===== config.mk =====
export PLATFORM = sky130hd
export DESIGN_NAME = colcnt_reg
export DESIGN_NICKNAME = d
export VERILOG_FILES = /design/src/rtl/colcnt_pkg.sv /design/src/rtl/colcnt_rst_sync.sv /design/src/rtl/colcnt_evt_detect.sv /design/src/rtl/colcnt_counter.sv /design/src/rtl/colcnt_irq.sv /design/src/rtl/colcnt_reg.sv
export SDC_FILE = /design/constraint.sdc
export NUM_CORES = 1
export LEC_CHECK = 0
export ABC_CLOCK_PERIOD_IN_PS = 800
export CORE_MARGIN = 2
export CORE_UTILIZATION = 30
export DETAILED_ROUTE_END_ITERATION = 8
export DONT_BUFFER_PORTS = 1
export PLACE_DENSITY_LB_ADDON = 0.3
export SYNTH_ARGS = -nofsm -noshare
export SYNTH_HDL_FRONTEND = slang
export SYNTH_SLANG_ARGS = --single-unit

===== constraint.sdc =====
create_clock -name clk -period 0.8 [get_ports clk]
set_input_delay 0.16 -clock clk [delete_from_list [all_inputs] [get_ports clk]]
set_output_delay 0.16 -clock clk [all_outputs]
set_load 0.1 [all_outputs]

===== src/rtl/colcnt_pkg.sv =====
`timescale 1ns/1ps
package colcnt_pkg;
  localparam int unsigned CNT_W_DEF  = 10;
  localparam int unsigned ID_W       = 6;
  localparam logic [ID_W-1:0] ID_CODE_DEF = 6'b010010;
  localparam int unsigned SYNC_DEF   = 2;
endpackage


===== src/rtl/colcnt_rst_sync.sv =====
`timescale 1ns/1ps
module colcnt_rst_sync #(
  parameter int unsigned STAGES = 2
) (
  input  logic clk,
  input  logic rst_n,
  output logic rst_n_sync
);
  logic [STAGES-1:0] chain_q;
  logic [STAGES-1:0] chain_d;

  always_comb begin
    chain_d = {chain_q[STAGES-2:0], 1'b1};
  end

  always_ff @(posedge clk or negedge rst_n) begin
    if (!rst_n) chain_q <= '0;
    else        chain_q <= chain_d;
  end

  assign rst_n_sync = chain_q[STAGES-1];
endmodule


===== src/rtl/colcnt_evt_detect.sv =====
`timescale 1ns/1ps
module colcnt_evt_detect #(
  parameter int unsigned NSRC   = 2,
  parameter int unsigned STAGES = 2
) (
  input  logic            clk,
  input  logic            rst_n,
  input  logic [NSRC-1:0] col_in,
  input  logic            tx_active,
  output logic            evt
);
  logic              any_col;
  logic [STAGES-1:0] sync_q;
  logic [STAGES-1:0] sync_d;
  logic              prev_q;
  logic              prev_d;

  assign any_col = |col_in;

  always_comb begin
    sync_d = {sync_q[STAGES-2:0], any_col};
    prev_d = sync_q[STAGES-1];
  end

  always_ff @(posedge clk or negedge rst_n) begin
    if (!rst_n) begin
      sync_q <= '0;
      prev_q <= 1'b0;
    end else begin
      sync_q <= sync_d;
      prev_q <= prev_d;
    end
  end

  assign evt = sync_q[STAGES-1] & ~prev_q & tx_active;
endmodule


===== src/rtl/colcnt_counter.sv =====
`timescale 1ns/1ps
module colcnt_counter #(
  parameter int unsigned CNT_W = 10
) (
  input  logic             clk,
  input  logic             rst_n,
  input  logic             inc,
  input  logic             clr,
  output logic [CNT_W-1:0] cnt,
  output logic             half_cross
);
  localparam logic [CNT_W-1:0] HALF_M1 = CNT_W'((1 << (CNT_W-1)) - 1);

  logic [CNT_W-1:0] cnt_q;
  logic [CNT_W-1:0] cnt_d;
  logic             cnt_en;

  always_comb begin
    cnt_en = inc | clr;
    cnt_d  = cnt_q;
    if (clr)      cnt_d = inc ? CNT_W'(1) : '0;
    else if (inc) cnt_d = cnt_q + CNT_W'(1);
  end

  always_ff @(posedge clk or negedge rst_n) begin
    if (!rst_n)      cnt_q <= '0;
    else if (cnt_en) cnt_q <= cnt_d;
  end

  assign cnt        = cnt_q;
  assign half_cross = inc & ~clr & (cnt_q == HALF_M1);
endmodule


===== src/rtl/colcnt_irq.sv =====
`timescale 1ns/1ps
module colcnt_irq (
  input  logic clk,
  input  logic rst_n,
  input  logic set,
  input  logic enable,
  input  logic clr,
  output logic irq
);
  logic irq_q;
  logic irq_d;

  always_comb begin
    irq_d = irq_q;
    if (clr)           irq_d = 1'b0;
    if (set && enable) irq_d = 1'b1;
  end

  always_ff @(posedge clk or negedge rst_n) begin
    if (!rst_n) irq_q <= 1'b0;
    else        irq_q <= irq_d;
  end

  assign irq = irq_q;
endmodule


===== src/rtl/colcnt_reg.sv =====
`timescale 1ns/1ps
module colcnt_reg
  import colcnt_pkg::*;
#(
  parameter int unsigned     CNT_W   = CNT_W_DEF,
  parameter int unsigned     SYNC    = SYNC_DEF,
  parameter logic [ID_W-1:0] ID_CODE = ID_CODE_DEF
) (
  input  logic                  clk,
  input  logic                  rst_n,
  input  logic                  tx_active,
  input  logic                  col_tp,
  input  logic                  col_aui,
  input  logic                  rd_sel,
  input  logic                  ovf_irq_en,
  input  logic                  irq_ack,
  output logic [CNT_W+ID_W-1:0] rd_data,
  output logic                  irq
);
  localparam int unsigned NSRC = 2;

  logic             rst_n_sync;
  logic             col_evt;
  logic [CNT_W-1:0] count;
  logic             half_cross;

  colcnt_rst_sync #(.STAGES(SYNC)) u_rst (
    .clk(clk), .rst_n(rst_n), .rst_n_sync(rst_n_sync)
  );

  colcnt_evt_detect #(.NSRC(NSRC), .STAGES(SYNC)) u_evt (
    .clk(clk), .rst_n(rst_n_sync), .col_in({col_aui, col_tp}),
    .tx_active(tx_active), .evt(col_evt)
  );

  colcnt_counter #(.CNT_W(CNT_W)) u_cnt (
    .clk(clk), .rst_n(rst_n_sync), .inc(col_evt), .clr(rd_sel),
    .cnt(count), .half_cross(half_cross)
  );

  colcnt_irq u_irq (
    .clk(clk), .rst_n(rst_n_sync), .set(half_cross), .enable(ovf_irq_en),
    .clr(rd_sel | irq_ack), .irq(irq)
  );

  assign rd_data = {count, ID_CODE};
endmodule


## After elaboration in Yosys (flattened, before gate mapping)

Index checks and enable logic that the tools add are counted.

| word-level totals | value |
|---|---|
| register bits | 16 |
| bits in latches | 0 |
| bits in writable memories | 0 |
| memory bits (read-only) | 0 |
| input port bits | 8 |
| output and inout port bits | 17 |
| logic and storage cells | 25 |
| memories kept | 0 |

| cells by class | value |
|---|---|
| add/sub/neg operators | 1 |
| $mul | 0 |
| div/mod/pow operators | 0 |
| magnitude comparators | 0 |
| eq/ne operators | 1 |
| shifts and indexed selects | 0 |
| mux-type cells | 5 |
| bitwise logic cells | 8 |
| reductions and logical operators | 5 |

Operators by type and width:

| operator | number |
|---|---|
| 10-bit 2-to-1 mux | 2 |
| 10-bit by 1-bit adder with 10-bit output (second input constant) | 1 |
| 10-bit by 9-bit == test with 1-bit output (second input constant) | 1 |
| 1-bit AND | 4 |
| 2-bit nonzero test | 2 |
| 1-bit 2-to-1 mux | 3 |
| 1-bit inverter | 2 |
| 1-bit bitwise OR | 2 |
| 2-bit AND reduction | 1 |
| 2-bit OR reduction | 1 |
| 1-bit logical AND | 1 |

## Depth between registers and ports, before layout

Gate-level depths: netlist (run 1).

| logic depth | value |
|---|---|
| depth in word-level cells | 7 |
| mapped depth | 4 |
| depth with buffers taken out | 4 |

## By module

Synthesis (run 1) repeated with hierarchy kept, for this count alone.

| unflattened totals | value |
|---|---|
| cell total of the unflattened synthesis | 72 |
| area, all modules | 760.7 um^2 |

By module, submodules not included:

| module | instances | cells an instance | area an instance (um^2) | seq. area each (um^2) |
|---|---|---|---|---|
| colcnt_counter | 1 | 51 | 516.7 | 250.2 |
| colcnt_evt_detect | 1 | 5 | 90.1 | 75.1 |
| colcnt_reg | 1 | 9 | 58.8 | 0.0 |
| colcnt_rst_sync | 1 | 3 | 53.8 | 50.0 |
| colcnt_irq | 1 | 4 | 41.3 | 25.0 |

## Least setup slack after synthesis (run 1)

Ideal clock, no wire load.

| path | value |
|---|---|
| kind | register -> register |
| start | register u_cnt.cnt_q[1] (netlist: u_cnt.cnt[1]) |
| end | register u_cnt.cnt_q[8] (netlist: u_cnt.cnt[8]) |
| library setup time | 0.125 ns |
| arrival time | 2.041 ns |
| required time | 0.675 ns |
| path slack | -1.365 ns |
| stages on the path, launching flop included | 5 |
| buffers on the path | 0 |
| cell sequence | dfrtp_1 -> ha_1 -> nand4b_2 -> nor4_1 -> mux2_2 |

| between the ends | value |
|---|---|
| longest elaborated chain between the ends | 3 |

Ends and longest elaborated chain:

| what | RTL line | source |
|---|---|---|
| start, declared | colcnt_counter.sv:14 | `logic [CNT_W-1:0] cnt_q;` |
| start signal, assigned | colcnt_counter.sv:27 | `else if (cnt_en) cnt_q <= cnt_d;` |
| 10-bit by 1-bit adder with 10-bit output | colcnt_counter.sv:22 | `else if (inc) cnt_d = cnt_q + CNT_W'(1);` |
| 10-bit 2-to-1 mux | colcnt_counter.sv:22 |  |
| 10-bit 2-to-1 mux | colcnt_counter.sv:21 | `if (clr) cnt_d = inc ? CNT_W'(1) : '0;` |

No other way between the ends. The select of a mux whose other input is x is not followed.
A chain may end at the register's enable or synchronous reset.

## Worst setup path after layout (run 1)

| path | value |
|---|---|
| start | register u_cnt.cnt_q[5] (netlist: u_cnt.cnt[5]) |
| end | register u_irq.irq_q (netlist: u_irq.irq) |

| between the ends | value |
|---|---|
| longest elaborated chain between the ends | 4 |

Ends and longest elaborated chain:

| what | RTL line | source |
|---|---|---|
| 10-bit by 9-bit == test with 1-bit output (*) | colcnt_counter.sv:31 | `assign half_cross = inc & ~clr & (cnt_q == HALF_M1);` |
| 1-bit AND (*) | colcnt_counter.sv:31 |  |
| 1-bit logical AND (*) | colcnt_irq.sv:16 | `if (set && enable) irq_d = 1'b1;` |
| 1-bit 2-to-1 mux or 2-bit nonzero test (tied branches) | -- |  |
| end signal, assigned | colcnt_irq.sv:21 | `else irq_q <= irq_d;` |
| end, declared | colcnt_irq.sv:10 | `logic irq_q;` |

Every way passes the cells marked *; elsewhere a longest branch is shown, timed or not.

==> impl_metrics.ini, run 1 <==
[layout]
layout-drive-gt1-share_pct = 63.1
area_growth_pct = 82.2
instances_no_fill = 141
nets = 121
antenna_cells = 0

[die]
start_util_pct = 31.4
fp-row-count = 18
design.core.area_um2 = 2480
die_w_um = 54.9
die_h_um = 54.9
boundaryPins = 25
dieArea_um2 = 3020

[worst_setup_path]
critPathMaxStageDelay_ps = 500
critPathArrivalTime_ps = 1590
cp_top_family = simple AND/OR/NAND/NOR gates
worstPathCellList = nand4_4 > or4_4 > o41ai_2
cp_max_fo = 3
cp.required_ps = 990
crit_path_end_kind = flop
startpoint_type = flop
worstSetupPathType = flop to flop
critPathSlowestCell = or4_4
path_buf_inv = 0

[synth]
ys_top_cells_by_count = 16 x dfrtp_1, 6 x buf_4, 5 x a21oi_1, 5 x nor2_1
synth_ff_type = dfrtp_1
yosysSeqAreaShare_pct = 51.4
ys_ff_latch = 16
yosysTopAreaCellShare_pct = 51.4
synth.most_common_cell = dfrtp_1
synth_area_um2 = 778
syn_area_per_cell_um2 = 11.0
ys_warn_count = 0
yosys.cell_types.count = 26
synth_area_leader_cell = dfrtp_1
synth_cells = 71
synth-edff-count = 0
async_reset_ff_share_pct = 100
synth_area_leaders = dfrtp_1 51%, buf_4 5.8%, or4_1 3.9%

[sta]
tns_ps = -10280
worst_slack_ps = -605
min_period_ps = 1410
max_freq_mhz = 712
holdWs_ps = 22.7
fin_worst_skew_ps = 7.10
maxSlewViolCount = 0
hold_viol_final = 0
finalSetupViolations = 23
min_period_over_period_pct = 176
rsz0062_at_grt = true

[global_route]
antenna_found_initial = 0
grt_pass1_wl_um = 3080
grt_pass1_vias = 692
overflow = 0
grt_util_all_layers_pct = 14.9
grt_max_degree = 10

[hold_path]
hp-class = primary input to flop

[route]
dr.pass1.iters = 4
initialDrtViolationCount = 4
post-route-drc-count = 0
ant_nets = 0
vias = 671
wl_um = 2040
routedWlPerCell_um = 14.5
via_per_inst = 4.76

[placed_design]
dp_cells = 127
place.gp.congestion = 0.803
hpwl_um = 1320
portBuffers = 0

[power]
leakage_nw = 0.610
vdd_ir_drop_max_mv = 0.990
power_mw = 1.69
p_per_area_nw_per_um2 = 1190

[clock_tree]
clkTransAtPathRegs_ps = 100
clockBufferDepth = 2
htreeDepth = 1
clock_sinks = 16
clk-insertion-delay-late_ps = 290
cts_tree = done
clockRootBuffer = clkbuf_4
cts_buffers = 3

[job]
drv_cap = 0

[status]
outcome = complete, but fails checks
violations = negative setup slack
[stage by stage]
stage / setup slack [ps] / area, um2 / util, %
6_report: -605 / 1420 / 57.2
5_1_grt: -647 / 1420 / 57.2
4_1_cts: -604 / 1360 / 55.0
3_5_place_dp: -595 / 1100 / 44.3
3_3_place_gp: -574 / 1100 / 44.3
2_1_floorplan: -779 / 886 / -
[cells in the final DEF (no fill, tap or decap), types with 2 or more instances in the layout]
| master | n |
|---|---|
| dfrtp_4 | 11 |
| a21oi_1 | 2 |
| o21ai_0 | 2 |
| buf_4 | 15 |
| buf_12 | 10 |
| or4_4 | 2 |
| nand2_1 | 3 |
| nor2_1 | 5 |
| conb_1 | 7 |
| nor2b_1 | 2 |
| dfrtp_1 | 4 |
| buf_6 | 9 |
| dlygate4sd3_1 | 4 |
| inv_1 | 4 |
| or4_1 | 2 |
| a21oi_2 | 3 |
| clkbuf_4 | 3 |
| o31ai_1 | 3 |
[path summary, 6_finish.rpt]
path / startpoint / slack [ps] / to / cells past startpoint
max in group asynchronous: u_rst.chain_q[1] / 470 / u_cnt.cnt[0] / 1
min: rd_sel / 20 / u_cnt.cnt[0] / 2
max reg2reg: u_cnt.cnt[5] / -610 / u_irq.irq / 3
max: u_cnt.cnt[5] / -610 / u_irq.irq / 3
min in group asynchronous: rst_n / 90 / u_rst.chain_q[1] / 1
min reg2reg: u_rst.chain_q[1] / 150 / u_cnt.cnt[8] / 1
[repair_timing]
| item | 4_1_cts | 5_1_grt |
|---|---|---|
| endpoints found under the hold margin | 11 | 1 |
| pin swaps | 5 | 3 |
| setup endpoints to repair | 22 | 22 |
| gates resized for setup | 41 | 7 |
| buffers inserted | 4 | 2 |
| hold buffers | 3 | 1 |
[worst reg2reg max path, cell delays in order (launching register included)]
cell	delay, ps
dfrtp_4	450
nand4_4	140
or4_4	500
o41ai_2	210
[flip-flops by register name, indices dropped and copies added (netlist names)]
| register | count |
|---|---|
| u_evt.prev_q | 1 |
| u_rst.chain_q | 2 |
| u_cnt.cnt | 10 |
| u_evt.sync_q | 2 |
| u_irq.irq | 1 |
[cells by family after synthesis]
kind of cell    Yosys count  share of synthesized area, %
flops                    16                          51.4
fa+ha+maj                 1                          1.61
compound gates           11                          9.49
simple gates             25                          21.9
xor+xnor                  2                          2.25
other cells               2                         0.965
mux                       3                          4.18
buf+inv                  11                          8.20
[routing by layer]
layer	up-vias	part of all wire [%]	track usage, %
li1	316	-	-
met1	331	38	16.7
met2	22	55	25.6
met3	2	6.2	6.99
met4	0	0.49	3.25
met5	-	0	0
[power by group]
| part | total, mW | internal (mW) | switching [mW] |
|---|---|---|---|
| Combinational | 0.295 | 0.0812 | 0.214 |
| Clock | 0.550 | 0.277 | 0.273 |
| Sequential | 0.848 | 0.830 | 0.0180 |
[cell type report]
type                            instances  area, um2
Fill cell                             202       1060
Clock buffer                            4       36.3
Multi-Input combinational cell         49        432
Sequential cell                        16        443
Tap cell                               30       37.5
Inverter                                4       15.0
Timing Repair Buffer                   38        454
Power figures use the tool's default switching activity.
==> run 2: changes to the inputs <==
--- a/config.mk
+++ b/config.mk
@@ -6,7 +6,7 @@
 export NUM_CORES = 1
 export LEC_CHECK = 0
 export ABC_CLOCK_PERIOD_IN_PS = 800
-export CORE_MARGIN = 2
+export CORE_MARGIN = 10
 export CORE_UTILIZATION = 30
 export DETAILED_ROUTE_END_ITERATION = 8
 export DONT_BUFFER_PORTS = 1
==> run 2 against run 1 <==
  * The run still ends with negative setup slack left
  * Clock power decreased by 3.6%
  * Cell count increased by 2.1%
  * Via count increased by 3.4%
  * Die area increased by 67%
  * Sequential power about the same
  * Critical path type unchanged
  * Critical endpoint is now u_cnt.cnt[7]
  * Largest cell class unchanged
==> impl_metrics.ini, run 2 (synthesis results as in run 1) <==
[status]
outcome = complete, but fails checks
violations = negative setup slack

[die]
start_util_pct = 31.4
fp-row-count = 18
boundaryPins = 25
die_w_um = 70.9
design.core.area_um2 = 2480
die_h_um = 70.9
dieArea_um2 = 5030

[layout]
layout-drive-gt1-share_pct = 65.8
area_growth_pct = 91.0
final_common_cell = buf_4
final_cell_mix = 14 x buf_4, 12 x buf_6, 11 x buf_12, 11 x dfrtp_4, 7 x conb_1
nets = 124
antenna_cells = 0
largest_register_ffs = 10

[sta]
min_period_ps = 1400
worst_slack_ps = -596
maxSlewViolCount = 0
finalSetupViolations = 23
tns_ps = -10390
hold_viol_final = 0
rsz0062_at_grt = true
min_period_over_period_pct = 174
max_freq_mhz = 716
fin_worst_skew_ps = 9.15

[global_route]
grt_pass1_wl_um = 3590
grt_util_all_layers_pct = 8.63
antenna_found_initial = 0
grt_pass1_vias = 749
grt_max_degree = 15
overflow = 0

[power]
p_int_mw = 1.20
vdd_ir_drop_max_mv = 1.02
power_switching_share_pct = 29.1
pwr-share-clk_pct = 31.2
seq_power_share_pct = 50.0
p_sw_mw = 0.495
p_per_area_nw_per_um2 = 1140
comb_power_share_pct = 18.9
power_mw = 1.70
leakage_nw = 0.633

[worst_setup_path]
startpoint_type = flop
worstSetupPathType = flop to flop
cp.required_ps = 1010
critPathArrivalTime_ps = 1600
crit_path_end_kind = flop
cp_max_fo = 4

[route]
post-route-drc-count = 0
via_per_inst = 4.82
routedWlPerCell_um = 15.3
initialDrtViolationCount = 29
vias = 694
ant_nets = 0
dr.pass1.iters = 4
wl_um = 2200

[clock_tree]
clock_sinks = 16
clockRootBuffer = clkbuf_4
clockBufferDepth = 2
cts_tree = done
clk-insertion-delay-late_ps = 280
clkTransAtPathRegs_ps = 100
htreeDepth = 1
cts_buffers = 3

[placed_design]
dp_worst_setup_slack_ps = -595
portBuffers = 0
place.gp.congestion = 0.804
hpwl_um = 1510

[job]
drv_cap = 0

[hold_path]
hp-class = primary input to flop
run 2: changes by cell type in the layout (fill, tap and decap cells not counted), sizes merged:
cell  change
buf       +3
run 2: critical path, stage by stage, from the launching register on:
cell,delay (ps)
dfrtp_4,460
nand4_4,130
buf_4,180
or4_1,420
a21oi_2,130
run 2: area by class of cell:
| cell class | instances | area, um2 |
|---|---|---|
| clock buffer | 4 | 36.3 |
| fill | 207 | 991 |
| inverter | 4 | 15.0 |
| multi-input combinational | 49 | 454 |
| sequential | 16 | 443 |
| tap | 30 | 37.5 |
| timing repair buffer | 41 | 500 |
run 2: path summary, 6_finish.rpt:
path / start / to / slack (ps) / cells past startpoint
setup / recovery: u_cnt.cnt[4] / u_cnt.cnt[7] / -600 / 4
hold / removal: rd_sel / u_cnt.cnt[0] / 30 / 2
setup reg to reg: u_cnt.cnt[4] / u_cnt.cnt[7] / -600 / 4
hold reg to reg: u_rst.chain_q[1] / u_cnt.cnt[1] / 160 / 1
max in group asynchronous: u_rst.chain_q[1] / u_cnt.cnt[7] / 480 / 1
min in group asynchronous: rst_n / u_rst.chain_q[0] / 100 / 1
run 2: per-stage QoR:
stage                     hold WS [ps]  instance area (um2)  util (%)  cells
after floorplan                   -136                  886         -     76
after global placement            -136                 1070      43.4    124
after detailed placement          -136                 1070      43.4    124
after CTS                        -85.4                 1380      55.5    136
after global routing              22.7                 1490      60.0    144
final                             28.3                 1490      60.0    144
run 2: layer usage:
layer | GRT usage, % | routed length (um) | vias to the layer above | part of all wire, %
met2 | 13.6 | 1110 | 22 | 50
met4 | 3.87 | 33 | 0 | 1.5
li1 | - | - | 326 | -
met1 | 10.1 | 887 | 342 | 40
met3 | 3.49 | 170 | 4 | 7.7
met5 | 0 | 0 | - | 0
run 2: power by group through the flow:
stage	registers [mW]	logic [mW]	clock network, mW
CTS	0.849	0.284	0.543
global placement	0.863	0.232	0
floorplan	0.912	0.179	0
global route	0.852	0.334	0.597
finish	0.849	0.320	0.530
detailed placement	0.864	0.234	0
run 2: repair_timing:
action | 4_1_cts | 5_1_grt
pin swaps | 6 | 7
endpoints found under the setup margin | 22 | 22
buffers inserted | 6 | 7
hold buffers | 2 | 2
cloned | 0 | 0
hold endpoints to repair | 11 | 9
resized for setup | 47 | 13
